**src/rtl/i2cx_pkg.sv**
```systemverilog
package i2cx_pkg;
    localparam int BYTE_W = 8;
    localparam int ADDR_W = BYTE_W - 1;
    localparam int CNT_W  = $clog2(BYTE_W + 1);

    typedef enum logic [2:0] {
        ST_IDLE,
        ST_ADDR,
        ST_ADDR_ACK,
        ST_WDATA,
        ST_WACK,
        ST_RDATA,
        ST_RACK,
        ST_IGNORE
    } xfer_state_t;
endpackage

```
**src/rtl/i2cx_line_sync.sv**
```systemverilog
module i2cx_line_sync #(
    parameter int SYNC_STAGES = 2
) (
    input  logic clk,
    input  logic rst,
    input  logic scl_in,
    input  logic sda_in,
    output logic scl_s,
    output logic sda_s,
    output logic scl_rise,
    output logic scl_fall,
    output logic start_ev,
    output logic stop_ev
);
    logic [SYNC_STAGES-1:0] scl_pipe;
    logic [SYNC_STAGES-1:0] sda_pipe;
    logic scl_p;
    logic sda_p;

    // Multi-stage synchronisers, idle level is high.
    always_ff @(posedge clk) begin
        if (rst) begin
            scl_pipe <= '1;
            sda_pipe <= '1;
            scl_p    <= 1'b1;
            sda_p    <= 1'b1;
        end else begin
            scl_pipe <= {scl_pipe[SYNC_STAGES-2:0], scl_in};
            sda_pipe <= {sda_pipe[SYNC_STAGES-2:0], sda_in};
            scl_p    <= scl_pipe[SYNC_STAGES-1];
            sda_p    <= sda_pipe[SYNC_STAGES-1];
        end
    end

    always_comb begin
        scl_s    = scl_pipe[SYNC_STAGES-1];
        sda_s    = sda_pipe[SYNC_STAGES-1];
        scl_rise = scl_s && !scl_p;
        scl_fall = !scl_s && scl_p;
        start_ev = scl_s && scl_p && sda_p && !sda_s;
        stop_ev  = scl_s && scl_p && !sda_p && sda_s;
    end
endmodule

```
**src/rtl/i2cx_target_fsm.sv**
```systemverilog
module i2cx_target_fsm
    import i2cx_pkg::*;
#(
    parameter logic [ADDR_W-1:0] TARGET_ADDR = 7'h2A
) (
    input  logic              clk,
    input  logic              rst,
    input  logic              sda_s,
    input  logic              scl_rise,
    input  logic              scl_fall,
    input  logic              start_ev,
    input  logic              stop_ev,
    output logic              sda_drive_low,
    output logic              hold_rel,
    output logic [BYTE_W-1:0] wreg_q,
    output xfer_state_t       state_q
);
    localparam logic [CNT_W-1:0] FULL_CNT = CNT_W'(BYTE_W);
    localparam logic [CNT_W-1:0] LAST_BIT = CNT_W'(BYTE_W - 1);

    xfer_state_t       state_d;
    logic [CNT_W-1:0]  bit_cnt;
    logic [BYTE_W-1:0] shreg;
    logic [BYTE_W-1:0] tx_q;
    logic              mack_q;
    logic              addr_hit;
    logic              byte_end;

    always_comb begin
        addr_hit = (shreg[BYTE_W-1:1] == TARGET_ADDR);
        byte_end = scl_fall && (bit_cnt == FULL_CNT);
    end

    // Next-state logic
    always_comb begin
        state_d = state_q;
        if (stop_ev) begin
            state_d = ST_IDLE;
        end else if (start_ev) begin
            state_d = ST_ADDR;
        end else begin
            unique case (state_q)
                ST_IDLE:     state_d = ST_IDLE;
                ST_ADDR:     if (byte_end) state_d = addr_hit ? ST_ADDR_ACK : ST_IGNORE;
                ST_ADDR_ACK: if (scl_fall) state_d = shreg[0] ? ST_RDATA : ST_WDATA;
                ST_WDATA:    if (byte_end) state_d = ST_WACK;
                ST_WACK:     if (scl_fall) state_d = ST_WDATA;
                ST_RDATA:    if (scl_fall && bit_cnt == LAST_BIT) state_d = ST_RACK;
                ST_RACK:     if (scl_fall) state_d = mack_q ? ST_RDATA : ST_IGNORE;
                ST_IGNORE:   state_d = ST_IGNORE;
            endcase
        end
    end

    // State register
    always_ff @(posedge clk) begin
        if (rst) state_q <= ST_IDLE;
        else     state_q <= state_d;
    end

    // Datapath: shifter, bit counter, register, read shifter
    always_ff @(posedge clk) begin
        if (rst) begin
            bit_cnt <= '0;
            shreg   <= '0;
            tx_q    <= '0;
            wreg_q  <= '0;
            mack_q  <= 1'b0;
        end else if (start_ev || stop_ev) begin
            bit_cnt <= '0;
        end else begin
            case (state_q)
                ST_ADDR, ST_WDATA: begin
                    if (scl_rise && bit_cnt != FULL_CNT) begin
                        shreg   <= {shreg[BYTE_W-2:0], sda_s};
                        bit_cnt <= bit_cnt + 1'b1;
                    end
                end
                ST_ADDR_ACK: begin
                    if (scl_fall) begin
                        bit_cnt <= '0;
                        tx_q    <= wreg_q;
                    end
                end
                ST_WACK: begin
                    if (scl_fall) begin
                        wreg_q  <= shreg;
                        bit_cnt <= '0;
                    end
                end
                ST_RDATA: begin
                    if (scl_fall) begin
                        if (bit_cnt == LAST_BIT) begin
                            bit_cnt <= '0;
                        end else begin
                            tx_q    <= {tx_q[BYTE_W-2:0], 1'b0};
                            bit_cnt <= bit_cnt + 1'b1;
                        end
                    end
                end
                ST_RACK: begin
                    if (scl_rise) mack_q <= !sda_s;
                    if (scl_fall) begin
                        tx_q    <= wreg_q;
                        bit_cnt <= '0;
                    end
                end
                default: ;
            endcase
        end
    end

    // Outputs
    always_comb begin
        sda_drive_low = (state_q == ST_ADDR_ACK) || (state_q == ST_WACK) ||
                        ((state_q == ST_RDATA) && !tx_q[BYTE_W-1]);
        hold_rel = !start_ev && !stop_ev &&
                   (((state_q == ST_ADDR) && byte_end && !addr_hit) ||
                    ((state_q == ST_ADDR_ACK) && scl_fall && shreg[0]));
    end
endmodule

```
**src/rtl/i2cx_hold_gate.sv**
```systemverilog
module i2cx_hold_gate
    import i2cx_pkg::*;
(
    input  logic              clk,
    input  logic              rst,
    input  logic              latch_en,
    input  logic              start_ev,
    input  logic              stop_ev,
    input  logic              hold_rel,
    input  logic [BYTE_W-1:0] wreg_q,
    output logic              hold_q,
    output logic [BYTE_W-1:0] gpo
);
    always_ff @(posedge clk) begin
        if (rst)                      hold_q <= 1'b0;
        else if (!latch_en)           hold_q <= 1'b0;
        else if (start_ev)            hold_q <= 1'b1;
        else if (stop_ev || hold_rel) hold_q <= 1'b0;
    end

    always_ff @(posedge clk) begin
        if (rst)          gpo <= '0;
        else if (!hold_q) gpo <= wreg_q;
    end
endmodule

```
**src/rtl/i2c_hold_expander.sv**
```systemverilog
module i2c_hold_expander
    import i2cx_pkg::*;
#(
    parameter logic [ADDR_W-1:0] TARGET_ADDR = 7'h2A,
    parameter int                SYNC_STAGES = 2
) (
    input  logic              clk,
    input  logic              rst,
    input  logic              latch_en,
    input  logic              scl_in,
    input  logic              sda_in,
    output logic              sda_drive_low,
    output logic [BYTE_W-1:0] gpo
);
    logic              scl_s;
    logic              sda_s;
    logic              scl_rise;
    logic              scl_fall;
    logic              start_ev;
    logic              stop_ev;
    logic              hold_rel;
    logic              hold_q;
    logic [BYTE_W-1:0] wreg_q;
    xfer_state_t       fsm_state;

    i2cx_line_sync #(.SYNC_STAGES(SYNC_STAGES)) u_sync (
        .clk(clk), .rst(rst), .scl_in(scl_in), .sda_in(sda_in),
        .scl_s(scl_s), .sda_s(sda_s), .scl_rise(scl_rise), .scl_fall(scl_fall),
        .start_ev(start_ev), .stop_ev(stop_ev)
    );

    i2cx_target_fsm #(.TARGET_ADDR(TARGET_ADDR)) u_fsm (
        .clk(clk), .rst(rst), .sda_s(sda_s), .scl_rise(scl_rise),
        .scl_fall(scl_fall), .start_ev(start_ev), .stop_ev(stop_ev),
        .sda_drive_low(sda_drive_low), .hold_rel(hold_rel),
        .wreg_q(wreg_q), .state_q(fsm_state)
    );

    i2cx_hold_gate u_gate (
        .clk(clk), .rst(rst), .latch_en(latch_en), .start_ev(start_ev),
        .stop_ev(stop_ev), .hold_rel(hold_rel), .wreg_q(wreg_q),
        .hold_q(hold_q), .gpo(gpo)
    );

    logic unused_scl;
    assign unused_scl = scl_s;
endmodule

```
**config.mk**
```make
export PLATFORM = sky130hd
export DESIGN_NAME = i2c_hold_expander
export DESIGN_NICKNAME = d
export VERILOG_FILES = /design/src/rtl/i2cx_pkg.sv /design/src/rtl/i2cx_line_sync.sv /design/src/rtl/i2cx_target_fsm.sv /design/src/rtl/i2cx_hold_gate.sv /design/src/rtl/i2c_hold_expander.sv
export SDC_FILE = /design/constraint.sdc
export NUM_CORES = 1
export LEC_CHECK = 0
export BUFFER_PORTS_ARGS = -buffer_cell sky130_fd_sc_hd__buf_2
export CAP_MARGIN = 20
export CORE_AREA = 2 2 74 76
export CTS_CLUSTER_DIAMETER = 80
export CTS_CLUSTER_SIZE = 20
export DETAILED_ROUTE_END_ITERATION = 6
export DIE_AREA = 0 0 76 78
export PLACE_DENSITY = 0.64
export SLEW_MARGIN = 15
export SYNTH_ARGS = -nofsm -noshare
export SYNTH_HDL_FRONTEND = slang
export SYNTH_SLANG_ARGS = --single-unit
```
**constraint.sdc**
```tcl
create_clock -name clk -period 1.8 [get_ports clk]
set_input_delay 0.09 -clock clk [delete_from_list [all_inputs] [get_ports clk]]
set_output_delay 0.09 -clock clk [all_outputs]
set_load 0.02 [all_outputs]
```
==> metrics.txt <==
run status finished clean; Chip Height 78 um; Worst Path Max Fanout 3; via count of the routed design 1594; FF-to-FF Start u_fsm.bit_cnt[0]; type of element launching the critical path register; Core Rows 26; Post-layout nets ~260; area fraction in compound gates after synthesis 11.3%; highest-utilization routing layer at the global route stage met2; clock tree buffer depth 2; simple-gate area share of the yosys netlist between 20% and 30%; synthesized netlist net count 238; DIE WIDTH 76 um; hold-fix buffers at CTS 2; Syn-to-layout area delta 13.0%; Post-Route WL 3.98 mm; fraction of layout cells with a size suffix above 1 17.3%; number of buffers created by CTS 5; number of nets still failing antenna checks after routing 0; post-synth cell types 46; power per unit of standard cell area 1090 mW/mm2; summed instance area of the synthesized netlist roughly 0.0021 mm2; largest incremental delay on the critical path 0.33 ns; Post-synth EDFFs 0; per-instance average area after synthesis 9.09 um2; Initial Util 41.7%; dpl hpwl 2.88 mm; dominant combinational cell family by area after synthesis simple AND/OR/NAND/NOR gates; Setup CP Type register to register; Total Power Consumption 2.59 mW; Resized cells post-CTS 0; violation count after the first detailed-routing iteration 165; Worst R2R Setup Slack 0.19 ns; clock period minus worst slack between 1.5 and 2 ns; Root Driver sky130_fd_sc_hd__clkbuf_8; # setup viols final 0; Skew-Pair Late Insertion Delay 0.30 ns; number of maximum-capacitance violations 0; Post CTS Setup Buffer Count 0; final worst-path cycle share 89.5%; core box area 0.00504 mm2; count of warnings emitted by yosys 0; Worst Slack Setup Final 0.188 ns; Vias per Instance between 4 and 5; slew margin rel. around 72%; io pins 14; critical path launch point u_fsm.bit_cnt[0]; via count of the first global-routing pass 1510; Clock H-tree levels 2; setup tns final 0 ns; highest clock frequency the design can meet 620 MHz; mux cell area share after synthesis 12.4%; setup slack after placement 0.210 ns; sequential-to-total area share from yosys stat 44.8%; GRT Resource Usage Total 14.5%; leading register cell type out of synthesis sky130_fd_sc_hd__dfxtp_1; worst min-delay path category input pin to register; Critical Path Slowest Stage Cell sky130_fd_sc_hd__dfxtp_1; maximum number of pins on one net before global-route repair 24; clock slew at the register clock pins of the worst setup and hold paths 0.09 ns; count of antenna diodes in the layout 0; required time worst endpoint 1.98 ns; worst clock skew 0.00876 ns; path depth of the worst reg2reg path 7; area fraction of the dominant cell type after synthesis 44.8%; adder and majority gate portion of the synthesized area 1.19%; leading cell types by total area after synthesis sky130_fd_sc_hd__dfxtp_1 (45%), sky130_fd_sc_hd__mux2i_1 (12%), sky130_fd_sc_hd__nor2_1 (7.7%); GPL Wtd Cong 0.828; overall die area 0.00593 mm2; cell breakdown of the critical path inv_1 -> ha_1 -> nand3b_1 -> or2_0 -> a31oi_1 -> and4_1 -> a2111oi_2; maximum vdd ir drop 584 uV; capture instance of the worst register-to-register path u_fsm.state_q[0]; CTS tree done; met3 usage in global routing 2.91%; pins over their slew limit 0; most repeated cell in the gate-level netlist after synthesis sky130_fd_sc_hd__dfxtp_1; CTS Sinks 47; unrepaired setup endpoints after global routing false; gate count after technology mapping 231; Fill cells between 400 and 500; sort of element at the end of the critical path register; Yosys reg bits 47; met1 global-route usage 19.4%; count of unresolved DRC violations after routing 0; Worst Max-Slew Pin Slew between 0.4 and 0.5 ns; number of detailed-route iterations in the first pass 4; capture point of the worst path u_fsm.state_q[0]; parity-gate share of the synthesized area counting xor and xnor cells 0.417%; most instantiated cells after synthesis sky130_fd_sc_hd__dfxtp_1 (47), sky130_fd_sc_hd__nor2_1 (43), sky130_fd_sc_hd__mux2i_1 (26), sky130_fd_sc_hd__nand2_1 (18); proportion of synthesized flip-flops having asynchronous set or reset 0%; leakage power of the design between 0.9 and 1 nW; overflow left after global routing 0; biggest area consumer among synthesized cells sky130_fd_sc_hd__dfxtp_1; global-route wire length before repair 7.09 mm; routed wirelength normalized by instance count about 12 um; routing usage on met2 a little under a quarter; final number of hold-violating endpoints 0; Min Hold Slack roughly 0.053 ns; PortBufs 13; arrival time of the worst setup path around 1.8 ns; initial antenna violation count 0
layout make-up:
type | instances | area, um2 | share of cell area [%]
repair buffers | 22 | 138 | 5.80
clock buffers | 5 | 68.8 | 2.90
inverters | 5 | 18.8 | 0.791
flip-flops and latches | 47 | 941 | 39.6
multi-input cells | 167 | 1070 | 45.2
well taps | 70 | 87.6 | 3.69
clock inverters | 3 | 46.3 | 1.95
through the flow:
stage	instance area (um2)	cells	util, %
after global routing	2370	319	47.1
after floorplan	2100	231	-
after detailed placement	2240	309	44.4
final	2370	319	47.1
after global placement	2240	309	44.4
after CTS	2370	319	47.1
power breakdown:
group / internal (mW) / switching [mW]
logic: 0.282 / 0.349
registers: 1.09 / 0.0863
clock network: 0.418 / 0.362
metal layers:
| metal | routed length [um] | up-vias | part of all wire (%) |
|---|---|---|---|
| met1 | 2010 | 735 | 51 |
| met5 | 0 | - | 0 |
| met3 | 132 | 7 | 3.3 |
| li1 | - | 827 | - |
| met2 | 1770 | 25 | 45 |
| met4 | 61 | 0 | 1.5 |
worst min-delay path by stage:
stage	startpoint	endpoint	slack (ns)	cells past startpoint
3_3_place_gp	scl_in	u_sync.scl_pipe[0]	0.27	2
3_5_place_dp	scl_in	u_sync.scl_pipe[0]	0.28	2
4_1_cts	latch_en	u_gate.hold_q	0.05	3
6_report	latch_en	u_gate.hold_q	0.05	3
2_1_floorplan	rst	u_fsm.state_q[0]	0.17	1
5_1_grt	latch_en	u_gate.hold_q	0.07	3
logic make-up after synthesis:
logic type	count (synthesis)
XOR/XNOR	1
adder cells (fa/ha/maj)	2
AO/OA/AOI/OAI	33
buffers and inverters	17
flip-flops	47
AND/OR/NAND/NOR	105
multiplexers	26
flip-flops by register name (all words and copies together) (netlist names), 2 cells and up:
name,count
u_fsm.shreg,8
u_fsm.state_q,3
u_fsm.wreg_q,8
u_sync.sda_pipe,2
u_gate.gpo,8
u_sync.scl_pipe,2
u_fsm.bit_cnt,4
u_fsm.tx_q,8
worst max-delay path, delay by kind of cell, from the launching register on:
kind / cells / cell delay (ns)
buffers and inverters: 1 / 0.10
flip-flops: 1 / 0.33
adder cells (fa/ha/maj): 1 / 0.15
AO/OA/AOI/OAI: 2 / 0.33
AND/OR/NAND/NOR: 3 / 0.58
cells in the final DEF (no fill, tap or decap), types with 3 or more instances in the layout:
master / instances
sky130_fd_sc_hd__mux2i_1: 26
sky130_fd_sc_hd__clkbuf_8: 5
sky130_fd_sc_hd__nor2_1: 43
sky130_fd_sc_hd__a311oi_1: 7
sky130_fd_sc_hd__nor2b_1: 5
sky130_fd_sc_hd__inv_1: 5
sky130_fd_sc_hd__o21ai_0: 7
sky130_fd_sc_hd__or2_2: 7
sky130_fd_sc_hd__buf_4: 7
sky130_fd_sc_hd__a21oi_1: 7
sky130_fd_sc_hd__buf_2: 13
sky130_fd_sc_hd__nand3_1: 5
sky130_fd_sc_hd__nand2b_1: 5
sky130_fd_sc_hd__nand3b_1: 3
sky130_fd_sc_hd__dfxtp_1: 47
sky130_fd_sc_hd__nand2_1: 18
Power figures use the tool's default switching activity.
